### src/rtl/intc_pkg.sv
package intc_pkg;

  localparam int OFS_W = 4;

  // Register offsets; software decodes these so their values are fixed.
  typedef enum logic [OFS_W-1:0] {
    SEL_PEND  = 4'h0,
    SEL_ENA   = 4'h2,
    SEL_CRIT  = 4'h3,
    SEL_POL   = 4'h4,
    SEL_TRIG  = 4'h5,
    SEL_MPEND = 4'h6,
    SEL_VEC   = 4'h7
  } reg_sel_e;

endpackage

### src/rtl/intc_src_front.sv
// Synchronizes each request line and produces level and edge strobes,
// reordered so that source n lands in bit NUM_SRC-1-n.
module intc_src_front #(
  parameter int NUM_SRC     = 32,
  parameter int SYNC_STAGES = 2
) (
  input  logic               clk,
  input  logic               rst_n,
  input  logic [NUM_SRC-1:0] irq_src_i,
  output logic [NUM_SRC-1:0] lvl_o,
  output logic [NUM_SRC-1:0] rise_o,
  output logic [NUM_SRC-1:0] fall_o
);

  for (genvar n = 0; n < NUM_SRC; n++) begin : g_src
    localparam int RB = NUM_SRC - 1 - n;
    logic [SYNC_STAGES-1:0] sync_q;
    logic                   prev_q;

    always_ff @(posedge clk or negedge rst_n) begin
      if (!rst_n) begin
        sync_q <= '0;
        prev_q <= 1'b0;
      end else begin
        sync_q <= {sync_q[SYNC_STAGES-2:0], irq_src_i[n]};
        prev_q <= sync_q[SYNC_STAGES-1];
      end
    end

    assign lvl_o[RB]  = sync_q[SYNC_STAGES-1];
    assign rise_o[RB] = sync_q[SYNC_STAGES-1] & ~prev_q;
    assign fall_o[RB] = ~sync_q[SYNC_STAGES-1] & prev_q;
  end

endmodule

### src/rtl/intc_pend_reg.sv
// Sticky pending bits: set by the selected event, cleared by write-one.
module intc_pend_reg #(
  parameter int NUM_SRC = 32
) (
  input  logic               clk,
  input  logic               rst_n,
  input  logic [NUM_SRC-1:0] trig_i,
  input  logic [NUM_SRC-1:0] pol_i,
  input  logic [NUM_SRC-1:0] lvl_i,
  input  logic [NUM_SRC-1:0] rise_i,
  input  logic [NUM_SRC-1:0] fall_i,
  input  logic [NUM_SRC-1:0] clr_i,
  output logic [NUM_SRC-1:0] pend_o
);

  logic [NUM_SRC-1:0] edge_hit;
  logic [NUM_SRC-1:0] lvl_hit;
  logic [NUM_SRC-1:0] set_vec;
  logic [NUM_SRC-1:0] pend_q;

  always_comb begin
    edge_hit = (pol_i & rise_i) | (~pol_i & fall_i);
    lvl_hit  = ~(lvl_i ^ pol_i);
    set_vec  = (trig_i & edge_hit) | (~trig_i & lvl_hit);
  end

  // A set in the same cycle as a clear keeps the bit.
  always_ff @(posedge clk or negedge rst_n) begin
    if (!rst_n) pend_q <= '0;
    else        pend_q <= (pend_q & ~clr_i) | set_vec;
  end

  assign pend_o = pend_q;

endmodule

### src/rtl/intc_prio.sv
// Lowest source number wins; source 0 sits in the top bit.
module intc_prio #(
  parameter int NUM_SRC = 32,
  parameter int VEC_W   = 6
) (
  input  logic [NUM_SRC-1:0] req_i,
  output logic [VEC_W-1:0]   vec_o
);

  always_comb begin
    vec_o = VEC_W'(NUM_SRC);
    for (int b = 0; b < NUM_SRC; b++) begin
      if (req_i[b]) vec_o = VEC_W'(NUM_SRC - 1 - b);
    end
  end

endmodule

### src/rtl/intc_top.sv
module intc_top
  import intc_pkg::*;
#(
  parameter int NUM_SRC     = 32,
  parameter int ADDR_W      = 4,
  parameter int SYNC_STAGES = 2
) (
  input  logic               clk,
  input  logic               rst_n,
  input  logic [NUM_SRC-1:0] irq_src_i,
  input  logic               req_i,
  input  logic               we_i,
  input  logic [ADDR_W-1:0]  addr_i,
  input  logic [NUM_SRC-1:0] wdata_i,
  output logic [NUM_SRC-1:0] rdata_o,
  output logic               irq_norm_o,
  output logic               irq_crit_o
);

  localparam int VEC_W = $clog2(NUM_SRC + 1);

  logic [NUM_SRC-1:0] lvl, rise, fall;
  logic [NUM_SRC-1:0] pend_q, ena_q, crit_q, pol_q, trig_q;
  logic [NUM_SRC-1:0] mpend, clr_mask;
  logic [VEC_W-1:0]   vec;
  logic               wr, rd;
  logic [NUM_SRC-1:0] rd_mux;
  logic [NUM_SRC-1:0] rdata_q;

  assign wr = req_i & we_i;
  assign rd = req_i & ~we_i;

  intc_src_front #(.NUM_SRC(NUM_SRC), .SYNC_STAGES(SYNC_STAGES)) u_front (
    .clk(clk), .rst_n(rst_n), .irq_src_i(irq_src_i),
    .lvl_o(lvl), .rise_o(rise), .fall_o(fall)
  );

  assign clr_mask = (wr && addr_i == ADDR_W'(SEL_PEND)) ? wdata_i : '0;

  intc_pend_reg #(.NUM_SRC(NUM_SRC)) u_pend (
    .clk(clk), .rst_n(rst_n), .trig_i(trig_q), .pol_i(pol_q),
    .lvl_i(lvl), .rise_i(rise), .fall_i(fall), .clr_i(clr_mask),
    .pend_o(pend_q)
  );

  always_ff @(posedge clk or negedge rst_n) begin
    if (!rst_n) begin
      ena_q  <= '0;
      crit_q <= '0;
      pol_q  <= '0;
      trig_q <= '0;
    end else if (wr) begin
      if (addr_i == ADDR_W'(SEL_ENA))  ena_q  <= wdata_i;
      if (addr_i == ADDR_W'(SEL_CRIT)) crit_q <= wdata_i;
      if (addr_i == ADDR_W'(SEL_POL))  pol_q  <= wdata_i;
      if (addr_i == ADDR_W'(SEL_TRIG)) trig_q <= wdata_i;
    end
  end

  assign mpend = pend_q & ena_q;

  intc_prio #(.NUM_SRC(NUM_SRC), .VEC_W(VEC_W)) u_prio (
    .req_i(mpend), .vec_o(vec)
  );

  always_comb begin
    case (addr_i)
      ADDR_W'(SEL_PEND):  rd_mux = pend_q;
      ADDR_W'(SEL_ENA):   rd_mux = ena_q;
      ADDR_W'(SEL_CRIT):  rd_mux = crit_q;
      ADDR_W'(SEL_POL):   rd_mux = pol_q;
      ADDR_W'(SEL_TRIG):  rd_mux = trig_q;
      ADDR_W'(SEL_MPEND): rd_mux = mpend;
      ADDR_W'(SEL_VEC):   rd_mux = NUM_SRC'(vec);
      default:            rd_mux = '0;
    endcase
  end

  always_ff @(posedge clk or negedge rst_n) begin
    if (!rst_n)  rdata_q <= '0;
    else if (rd) rdata_q <= rd_mux;
  end

  assign rdata_o    = rdata_q;
  assign irq_norm_o = |(mpend & ~crit_q);
  assign irq_crit_o = |(mpend & crit_q);

endmodule

### config.mk
export PLATFORM = sky130hd
export DESIGN_NAME = intc_top
export DESIGN_NICKNAME = d
export VERILOG_FILES = /design/src/rtl/intc_pkg.sv /design/src/rtl/intc_src_front.sv /design/src/rtl/intc_pend_reg.sv /design/src/rtl/intc_prio.sv /design/src/rtl/intc_top.sv
export SDC_FILE = /design/constraint.sdc
export NUM_CORES = 1
export LEC_CHECK = 0
export ABC_AREA = 1
export BUFFER_PORTS_ARGS = -buffer_cell sky130_fd_sc_hd__buf_2
export CAP_MARGIN = 20
export CORE_UTILIZATION = 59
export DETAILED_ROUTE_END_ITERATION = 8
export GPL_ROUTABILITY_DRIVEN = 1
export PLACE_DENSITY = 0.79
export SETUP_SLACK_MARGIN = 0.2
export SLEW_MARGIN = 10
export SYNTH_ARGS = -nofsm -noshare
export SYNTH_HDL_FRONTEND = slang
export SYNTH_SLANG_ARGS = --single-unit
### constraint.sdc
create_clock -name clk -period 2.25 [get_ports clk]
set_input_delay 0.3375 -clock clk [delete_from_list [all_inputs] [get_ports clk]]
set_output_delay 0.3375 -clock clk [all_outputs]
set_load 0.01 [all_outputs]
======== Yosys cells after proc, flatten, opt, wreduce, memory -nomap -nowiden ========
Index checks and enable logic that the tools add are counted.
storage, ports and cells
  register bits after elaboration ......... 288
  latch bits .............................. 0
  memory bits (writable) .................. 0
  ROM bits ................................ 0
  input port bits ......................... 72
  logic and storage cells ................. 266
  memories ................................ 0
operators by class
  add/sub/neg operators ................... 0
  $mul .................................... 0
  divide/modulo/power cells ............... 0
  magnitude comparators ................... 0
  eq/ne operators ......................... 6
  shift operators ......................... 0
  muxes and demuxes ....................... 34
  bitwise gates (word level) .............. 148
  reductions and logical operators ........ 8
operators by type and width
  operator                                                                number
  32-bit bitwise AND                                                      8
  32-bit one-hot mux with 7 select lines                                  1
  6-bit two-way mux                                                       32
  32-bit NOT                                                              5
  32-bit OR                                                               3
  1-bit bitwise AND                                                       66
  1-bit NOT                                                               65
  32-bit OR reduction                                                     2
  32-bit two-way mux                                                      1
  32-bit bitwise XOR                                                      1
  4-bit by 3-bit equality test with 1-bit output (second input constant)  4
  4-bit by 2-bit equality test with 1-bit output (second input constant)  2
  2-bit AND reduction                                                     4
  4-bit logical NOT                                                       1
  1-bit logical AND                                                       1

======== Logic depth before layout (Yosys ltp) ========
Gate-level depths: netlist (run 1).
  depth after elaboration ................. 34
  depth in mapped cells ................... 36
  gate-level depth less buffers ........... 36

======== By module ========
A second synthesis (run 1) with hierarchy kept.
second synthesis, totals
  cell total of the unflattened synthesis .. 2,064
  area total of the unflattened synthesis .. 14,734.1 um^2
by module, submodules not included
  module          instances  cells each  area an instance (um^2)  sequential area each (um^2)
  intc_top        1          1,250       8,719.6                  4,003.8
  intc_src_front  1          256         3,123.0                  2,402.3
  intc_pend_reg   1          448         2,442.3                  800.8
  intc_prio       1          110         449.2                    0.0

======== Worst setup path after synthesis (run 1) ========
No wires, ideal clock.
  path type ............................... flip-flop to flip-flop
  from .................................... register ena_q[0]
  to ...................................... register rdata_q[0] (netlist: rdata_o[0])
  data arrival time ....................... 1.963 ns
  data required time ...................... 2.134 ns
  path slack .............................. 0.171 ns
  cell stages (with the launch flop) ...... 37
  path buffers ............................ 0
  cells stage by stage .................... dfrtp_1 > nand2_2 > inv_2 > nand2_1 > nand2_1 > nand2_1 > nand2_1 > nand2_1 > nand2_1 > nand2_1 > nand2_1 > nand2_1 > nand2_1 > nand2_1 > nand2_1 > nand2_1 > nand2_1 > nand2_1 > nand2_1 > nand2_1 > nand2_1 > nand2_1 > nand2_1 > nand2_1 > nand2_1 > nand2_1 > nand2_1 > nand2_1 > nand2_1 > nand2_1 > nand2_1 > nand2_1 > nand2_1 > nand2_1 > nand2_1 > nand2_1 > nand2_1
on the way
  cells in the longest elaborated chain, start to end .. 34
RTL lines
  what                                        line             RTL
  start: declaration                          intc_top.sv:23   logic [NUM_SRC-1:0] pend_q, ena_q, crit_q, pol_q, trig_q;
  start signal: assignment                    intc_top.sv:53   if (addr_i == ADDR_W'(SEL_ENA)) ena_q <= wdata_i;
  32-bit bitwise AND                          intc_top.sv:60   assign mpend = pend_q & ena_q;
  6-bit two-way mux (32 in a row)             intc_prio.sv:13  if (req_i[b]) vec_o = VEC_W'(NUM_SRC - 1 - b);
  32-bit one-hot mux with 7 select lines (*)  intc_top.sv:67   case (addr_i)
  end signal: assignment                      intc_top.sv:81   else if (rd) rdata_q <= rd_mux;
  end: declaration                            intc_top.sv:28   logic [NUM_SRC-1:0] rdata_q;
Every way passes the cells marked *; elsewhere a longest branch is shown, timed or not.
A chain may end at the register's enable or synchronous reset.

======== Worst setup path after layout (run 1) ========
  from .................................... register u_pend.pend_q[1] (netlist: u_pend.pend_o[1])
  to ...................................... output irq_crit_o
on the way
  cells in the longest elaborated chain, start to end .. 3
RTL lines
  what                      line                 RTL
  start: declaration        intc_pend_reg.sv:19  logic [NUM_SRC-1:0] pend_q;
  start signal: assignment  intc_pend_reg.sv:30  else pend_q <= (pend_q & ~clr_i) | set_vec;
  32-bit bitwise AND        intc_top.sv:60
  32-bit bitwise AND        intc_top.sv:86       assign irq_crit_o = |(mpend & crit_q);
  32-bit OR reduction       intc_top.sv:86
  end: declaration          intc_top.sv:17       output logic irq_crit_o
Every way passes these cells.

==> results of run 1 <==
cells in the mapped netlist, drive strengths merged:
cell | n | area (µm²)
or4 | 1 | 7.51
nor3 | 2 | 10.0
a21oi | 3 | 15.0
o221ai | 2 | 17.5
o31ai | 1 | 7.51
buf | 3 | 12.5
dfrtp | 288 | 7210
or2 | 1 | 6.26
o211ai | 4 | 30.0
a221oi | 33 | 289
nand3 | 54 | 270
clkbuf | 45 | 189
clkinv | 5 | 18.8
o311ai | 32 | 280
inv | 88 | 330
a31oi | 7 | 43.8
o211a | 1 | 10.0
dlygate4sd1 | 1 | 8.76
o22ai | 13 | 81.3
nand2 | 410 | 1630
o2111ai | 27 | 236
nor4 | 3 | 18.8
a21o | 2 | 15.0
o21ai | 173 | 866
a211oi | 2 | 15.0
nor2 | 91 | 342
nand4 | 3 | 18.8
worst min-delay path, stage by stage:
cell	delay, ns
buf_2	0.07
inv_1	0.06
o21ai_0	0.15
repair_timing:
item / CTS / global route
endpoints found under the setup margin: 3 / 4
hold buffers: 33 / 0
gates cloned: 0 / 0
gates resized for setup: 10 / 9
pin swaps: 7 / 7
endpoints found under the hold margin: 83 / 0
buffers inserted: 5 / 2
placed cells by master, fill, tap and decap left out, types with 2 or more instances in the layout:
cell,count
o211ai_1,4
nand2_2,7
a31oi_1,6
a221oi_1,31
o2111ai_1,27
a221oi_2,2
inv_1,87
nand2_1,392
a21o_1,2
nand4_1,3
nor2_1,90
a21oi_1,3
buf_12,5
buf_4,48
buf_6,6
clkbuf_1,5
clkinv_1,5
o21ai_1,2
buf_2,103
dlygate4sd3_1,33
clkbuf_16,29
o22ai_2,2
o22ai_1,11
o221ai_1,2
o21ai_0,171
clkinv_2,8
o311ai_0,32
dfrtp_1,288
clkinvlp_4,2
nor4_1,3
nand2_4,11
nand3_1,53
clkbuf_8,6
kinds of logic after synthesis:
group	Yosys count	share of synthesized area
AO/OA/AOI/OAI	300	0.159
buffers and inverters	142	0.0467
flip-flops	288	0.602
AND/OR/NAND/NOR	565	0.192
power breakdown:
| part | switching [µW] | internal [µW] |
|---|---|---|
| Combinational | 1220 | 843 |
| Sequential | 547 | 5770 |
| Clock | 2030 | 2700 |
final timing paths:
path                            cells past startpoint  slack (ns)                     endpoint                         from
worst max-delay path                                7       -0.38                   irq_crit_o             u_pend.pend_o[1]
worst min-delay path                                3        0.11                    ena_q[19]                  wdata_i[19]
min in group asynchronous                           2        0.31  u_front.g_src[29].sync_q[1]                        rst_n
worst min register to register                      0        0.34  u_front.g_src[12].sync_q[1]  u_front.g_src[12].sync_q[0]
worst max register to register                     36       -0.12                   rdata_o[0]             u_pend.pend_o[0]
max in group asynchronous                           3        1.19   u_front.g_src[0].sync_q[0]                        rst_n
state kept, by name (all words and copies together), names as in the netlist:
register              flops
u_front.g_src.prev_q     32
ena_q                    32
rdata_o                  32
pol_q                    32
trig_q                   32
u_front.g_src.sync_q     64
u_pend.pend_o            32
crit_q                   32
per-layer routing:
layer,part of all wire,wire length (µm)
met3,0.081,2540
met5,0,0
met4,0.040,1260
met1,0.40,12800
met2,0.48,15000
stage by stage:
| stage | util | std cells | power, µW | TNS, ns | setup WS, ns |
|---|---|---|---|---|---|
| 6_report | 0.738 | 1760 | 13100 | -0.794 | -0.383 |
| 5_1_grt | 0.738 | 1760 | 13700 | -1.26 | -0.417 |
| 4_1_cts | 0.735 | 1758 | 13100 | -0.733 | -0.423 |
| 3_5_place_dp | 0.666 | 1667 | 8250 | -0.0456 | -0.0456 |
| 3_3_place_gp | 0.666 | 1667 | 8150 | -0.0292 | -0.0292 |
| 2_1_floorplan | - | 1295 | 7420 | 0 | 0.175 |
cell type report:
class	instances	area, µm²	share of cell area
Timing Repair Buffer	196	1390	0.0957
Multi-Input combinational cell	865	4290	0.296
Inverter	93	349	0.0241
Sequential cell	288	7210	0.497
Clock inverter	13	116	0.00802
Tap cell	265	332	0.0229
Clock buffer	40	827	0.0570
==> results.md, run 1 <==
* Syn avg cell area at 9.25 µm²
* Area grow syn2layout at 21.1%
* Critical Path End Type: primary output
* # setup viols final at 3
* Antenna violations before repair at 0
* GRT busiest layer: met2
* Minimum clock period at 2.63 ns
* HP Class: input pin to register
* Peak supply drop at 0.000684 V
* Max clock buf depth at 3
* Critical path arrival at 2.30 ns
* Largest fanout on the critical path at 4
* Max Fclk at 380 MHz
* DRT antenna net count at 0
* GPL Wtd Cong at approximately 0.9
* Final global-route overflow total at 0
* Lkg Pwr at 0.00683 µW
* Fin area at ~15000 µm²
* Drc violations at 0
* Nets at roughly 1500
* Clock Latency Late Sink at between 0.5 and 0.6 ns
* DRT Pass-1 Iters at 5
* Post-DR vias/cell at 5.91
* Total CTS buffers at 29
* WHS at 0.106 ns
* Syn Inst Count at 1295
* Grt met1 use at 0.425
* Failing checks: negative setup slack
* FF+latch count, synth at between 200 and 300
* Max Cap Viol at 0
* GR Layer Usage met2 at 0.510
* Vias at between 10000 and 15000
* Max stage delay cell, worst path: or4_4
* Critical Path, Cell by Cell: nand2_2 -> buf_4 -> nor2_1 -> a211oi_4 -> nand3_2 -> or4_4 -> buf_6
* # port buffers at between 100 and 150
* Antenna Diode Count at 0
* Vias in the first global route at 10112
* RSZ-0062 raised after global routing: true
* Yosys cell types at 33
* Root Driver: clkbuf_16
* Worst Path Required at 1.91 ns
* Clock skew at between 0.01 and 0.015 ns
* GR Util met3 at 0.0437
* Synthesized Nets at 1367
* Syn. warnings at 0
* CTS tree: yes
* Status: complete, but fails checks
* H-tree depth at 1
* Routed WL per cell at 17.9 µm
* Die Y at 144 µm
* Final Max Slew Viols at 0
* Share of layout cells above drive strength 1 at 0.161
* Fin crit share at 1.17
* Area of the core at ~20000 µm²
* Pin count of the biggest net entering global routing at 59
* Final worst-path setup slack at -0.383 ns
* WP buf/inv at 2
* Kind of critical path: register to primary output
* CTS sink cnt at 288
* Fillers at 1394
* Top delay family on crit path: simple AND/OR/NAND/NOR gates
* Startpoint Class: register
* Die Width at roughly 140 µm
* Slowest Stage Delay on Critical Path at ~0.57 ns
* Relative slew slack at 0.618
* Detailed Route WL at 31.6 mm
* First DRT Iteration DRCs at 959
* PwrDens at 904 nW/µm²
* # IOs at 106
* Placed Area at 13100 µm²
* First-pass GRT wire length at around 51 mm
* Mapped cell area at 12000 µm²
* Reg clk slew, reported paths at 0.06 ns
* Sequential area share after synthesis at 0.602
* Slew of the pin with the lowest slew margin at 0.572 ns
* All-layer global routing usage at 0.314
* Site Rows at ~50
* Final hold violation count at 0
* Die ar. at 20900 µm²
* Post-DP HPWL at approximately 21 mm
* Initial core utilization at 0.609
Power figures use the tool's default switching activity.
==> inputs of run 2 (changes only) <==
- PLACE_DENSITY: 0.79 -> unset
- PLACE_DENSITY_LB_ADDON: unset -> 0.3
==> run 2 against run 1 <==
Against the previous run:
- the flow still finishes with violations (negative setup slack)
- global-route usage is 0.16 points lower
- sequential power barely moved
- final area is 0.54% higher
- critical path type unchanged
==> results.md, run 2 (same netlist as run 1, synthesis figures left out) <==
* Reg area at 7210 µm²
* Post-DR vias/cell at just under 6
* # port buffers at 105
* CP dominant cell by count: buf_6
* Status: complete, but fails checks
* Hold Crit Endpoint: crit_q[25]
* Post-Place Cells at 1664
* Initial core utilization at 0.609
* Clock skew at 0.0152 ns
* Final total power at about 13000 µW
* # IOs at 106
* Max stage delay cell, worst path: or4_4
* Root Driver: clkbuf_16
* H-tree depth at 1
* Biggest register: u_front.g_src.sync_q
* Final worst-path setup slack at -0.418 ns
* Die Y at 144 µm
* Drc violations at 0
* All-layer global routing usage at 0.312
* R2R Path End: rdata_o[0]
* Detailed Route WL at between 30 and 40 mm
* Non-filler cells, final at 1764
* Largest fanout on the critical path at 4
* # setup viols final at 3
* WP buf/inv at 2
* Final Max Slew Viols at 0
* Area occupied by multi-input gates at 4260 µm²
* HP Class: input pin to register
* Final global-route overflow total at 0
* Post-DP HPWL at 20.0 mm
* Worst R2R Path Depth at 37
* Antenna Diode Count at 0
* Most common cell after layout, fill and taps aside: nand2_1
* Lkg Pwr at 0.00687 µW
* Critical Path, Cell by Cell: nand2_4 -> buf_6 -> o22ai_2 -> a211oi_2 -> nand3_1 -> or4_4 -> buf_6
* Hold Crit Start: wdata_i[25]
* Startpoint Class: register
* Top delay family on crit path: simple AND/OR/NAND/NOR gates
* PwrDens at just over 900 nW/µm²
* Kind of critical path: register to primary output
* Worst R2R Start: ena_q[1]
* First DRT Iteration DRCs at 1108
* Final hold violation count at 0
* Peak supply drop at 0.000821 V
* Die ar. at 20900 µm²
* GPL Wtd Cong at 0.903
* Site Rows at between 50 and 60
* Failing checks: negative setup slack
* Pin count of the biggest net entering global routing at 77
* Reg2Reg Setup Slack at -0.28 ns
* Max Fclk at about 370 MHz
* Vias at 10251
* Critical path arrival at 2.33 ns
* Relative slew slack at 0.693
* Max FFs per register at 64
* Slew of the pin with the lowest slew margin at 0.461 ns
* Worst Path Required at around 1.9 ns
* Die Width at 144 µm
* Routed WL per cell at between 15 and 20 µm
* Reg clk slew, reported paths at 0.06 ns
* Critical Path End Type: primary output
* Fin crit share at 1.19
* Share of layout cells above drive strength 1 at 0.163
* Minimum clock period at 2.67 ns
* Clock Latency Late Sink at around 0.56 ns
* Area of the core at slightly below 20000 µm²
* Antenna violations before repair at 0
* Area grow syn2layout at 21.8%
* Max clock buf depth at 3
* Vias in the first global route at 10014
* CTS sink cnt at 288
* Slowest Stage Delay on Critical Path at roughly 0.56 ns
* Total CTS buffers at 29
* Nets at between 1500 and 2000
* CTS tree: yes
* DRT Pass-1 Iters at 5
* Max Cap Viol at 0
* Hold depth at 3
* DRT antenna net count at 0
* RSZ-0062 raised after global routing: true
* Fillers at between 1000 and 1500
* First-pass GRT wire length at 50.8 mm
* Most frequent cells in the layout: nand2_1 (389), dfrtp_1 (288), o21ai_0 (171)
[run 2: cell count changes in the layout (fill, tap and decap cells not counted), moves of 2 or more]
cell | before | now
nand2_1 | 392 | 389
bufinv_16 | 1 | 3
clkinv_2 | 8 | 3
nand2_2 | 7 | 10
buf_4 | 48 | 52
clkbuf_8 | 6 | 8
[run 2: routing by layer]
metal | vias to the layer above | wire length (µm) | global-route usage
li1 | 4753 | - | -
met1 | 4925 | 13100 | 0.428
met2 | 482 | 14700 | 0.504
met3 | 91 | 2170 | 0.0460
met4 | 0 | 1100 | 0.125
met5 | - | 0 | 0
[run 2: worst reg2reg max path, delay by kind of cell (launching register included)]
kind / cells / cell delay [ns]
buffers and inverters: 2 / 0.25
flip-flops: 1 / 0.37
AND/OR/NAND/NOR: 35 / 1.80
[run 2: metrics by stage]
| step | TNS (ns) | instance area, µm² | worst slack [ns] | hold WS, ns | utilization |
|---|---|---|---|---|---|
| 3_5_place_dp | -0.0664 | 13100 | -0.0664 | 0.284 | 0.665 |
| 5_1_grt | -1.50 | 14600 | -0.609 | 0.132 | 0.742 |
| 2_1_floorplan | 0 | 12000 | 0.175 | 0.0419 | - |
| 4_1_cts | -0.828 | 14600 | -0.368 | 0.0972 | 0.741 |
| 3_3_place_gp | -0.0126 | 13100 | -0.0126 | 0.282 | 0.665 |
| 6_report | -0.946 | 14600 | -0.418 | 0.107 | 0.742 |
[run 2: area by class of cell]
cell class                      count  area share
Tap cell                          265      0.0227
Clock buffer                       43      0.0588
Timing Repair Buffer              200      0.0979
Inverter                           93      0.0239
Multi-Input combinational cell    865       0.292
Sequential cell                   288       0.494
Clock inverter                     10      0.0102
[run 2: how the worst max path moves through the flow]
stage	from	endpoint	slack (ns)	cells after the start
after floorplan	u_pend.pend_o[0]	rdata_o[0]	0.18	36
after global placement	u_pend.pend_o[0]	rdata_o[0]	-0.01	36
after detailed placement	u_pend.pend_o[0]	rdata_o[0]	-0.07	36
after CTS	u_pend.pend_o[2]	irq_crit_o	-0.37	7
after global routing	u_pend.pend_o[1]	rdata_o[0]	-0.61	37
final	u_pend.pend_o[2]	irq_crit_o	-0.42	7
[run 2: power by group]
group	internal [µW]	switching (µW)
Sequential	5770	548
Clock	2990	2000
Combinational	852	1220
Total	9610	3770
[run 2: repair_timing]
| item | CTS | global route |
|---|---|---|
| pin swaps | 12 | 6 |
| hold endpoints to repair | 79 | 0 |
| buffers inserted | 11 | 3 |
| hold buffers | 33 | 0 |
| gates resized for setup | 14 | 3 |
| endpoints found under the setup margin | 4 | 4 |
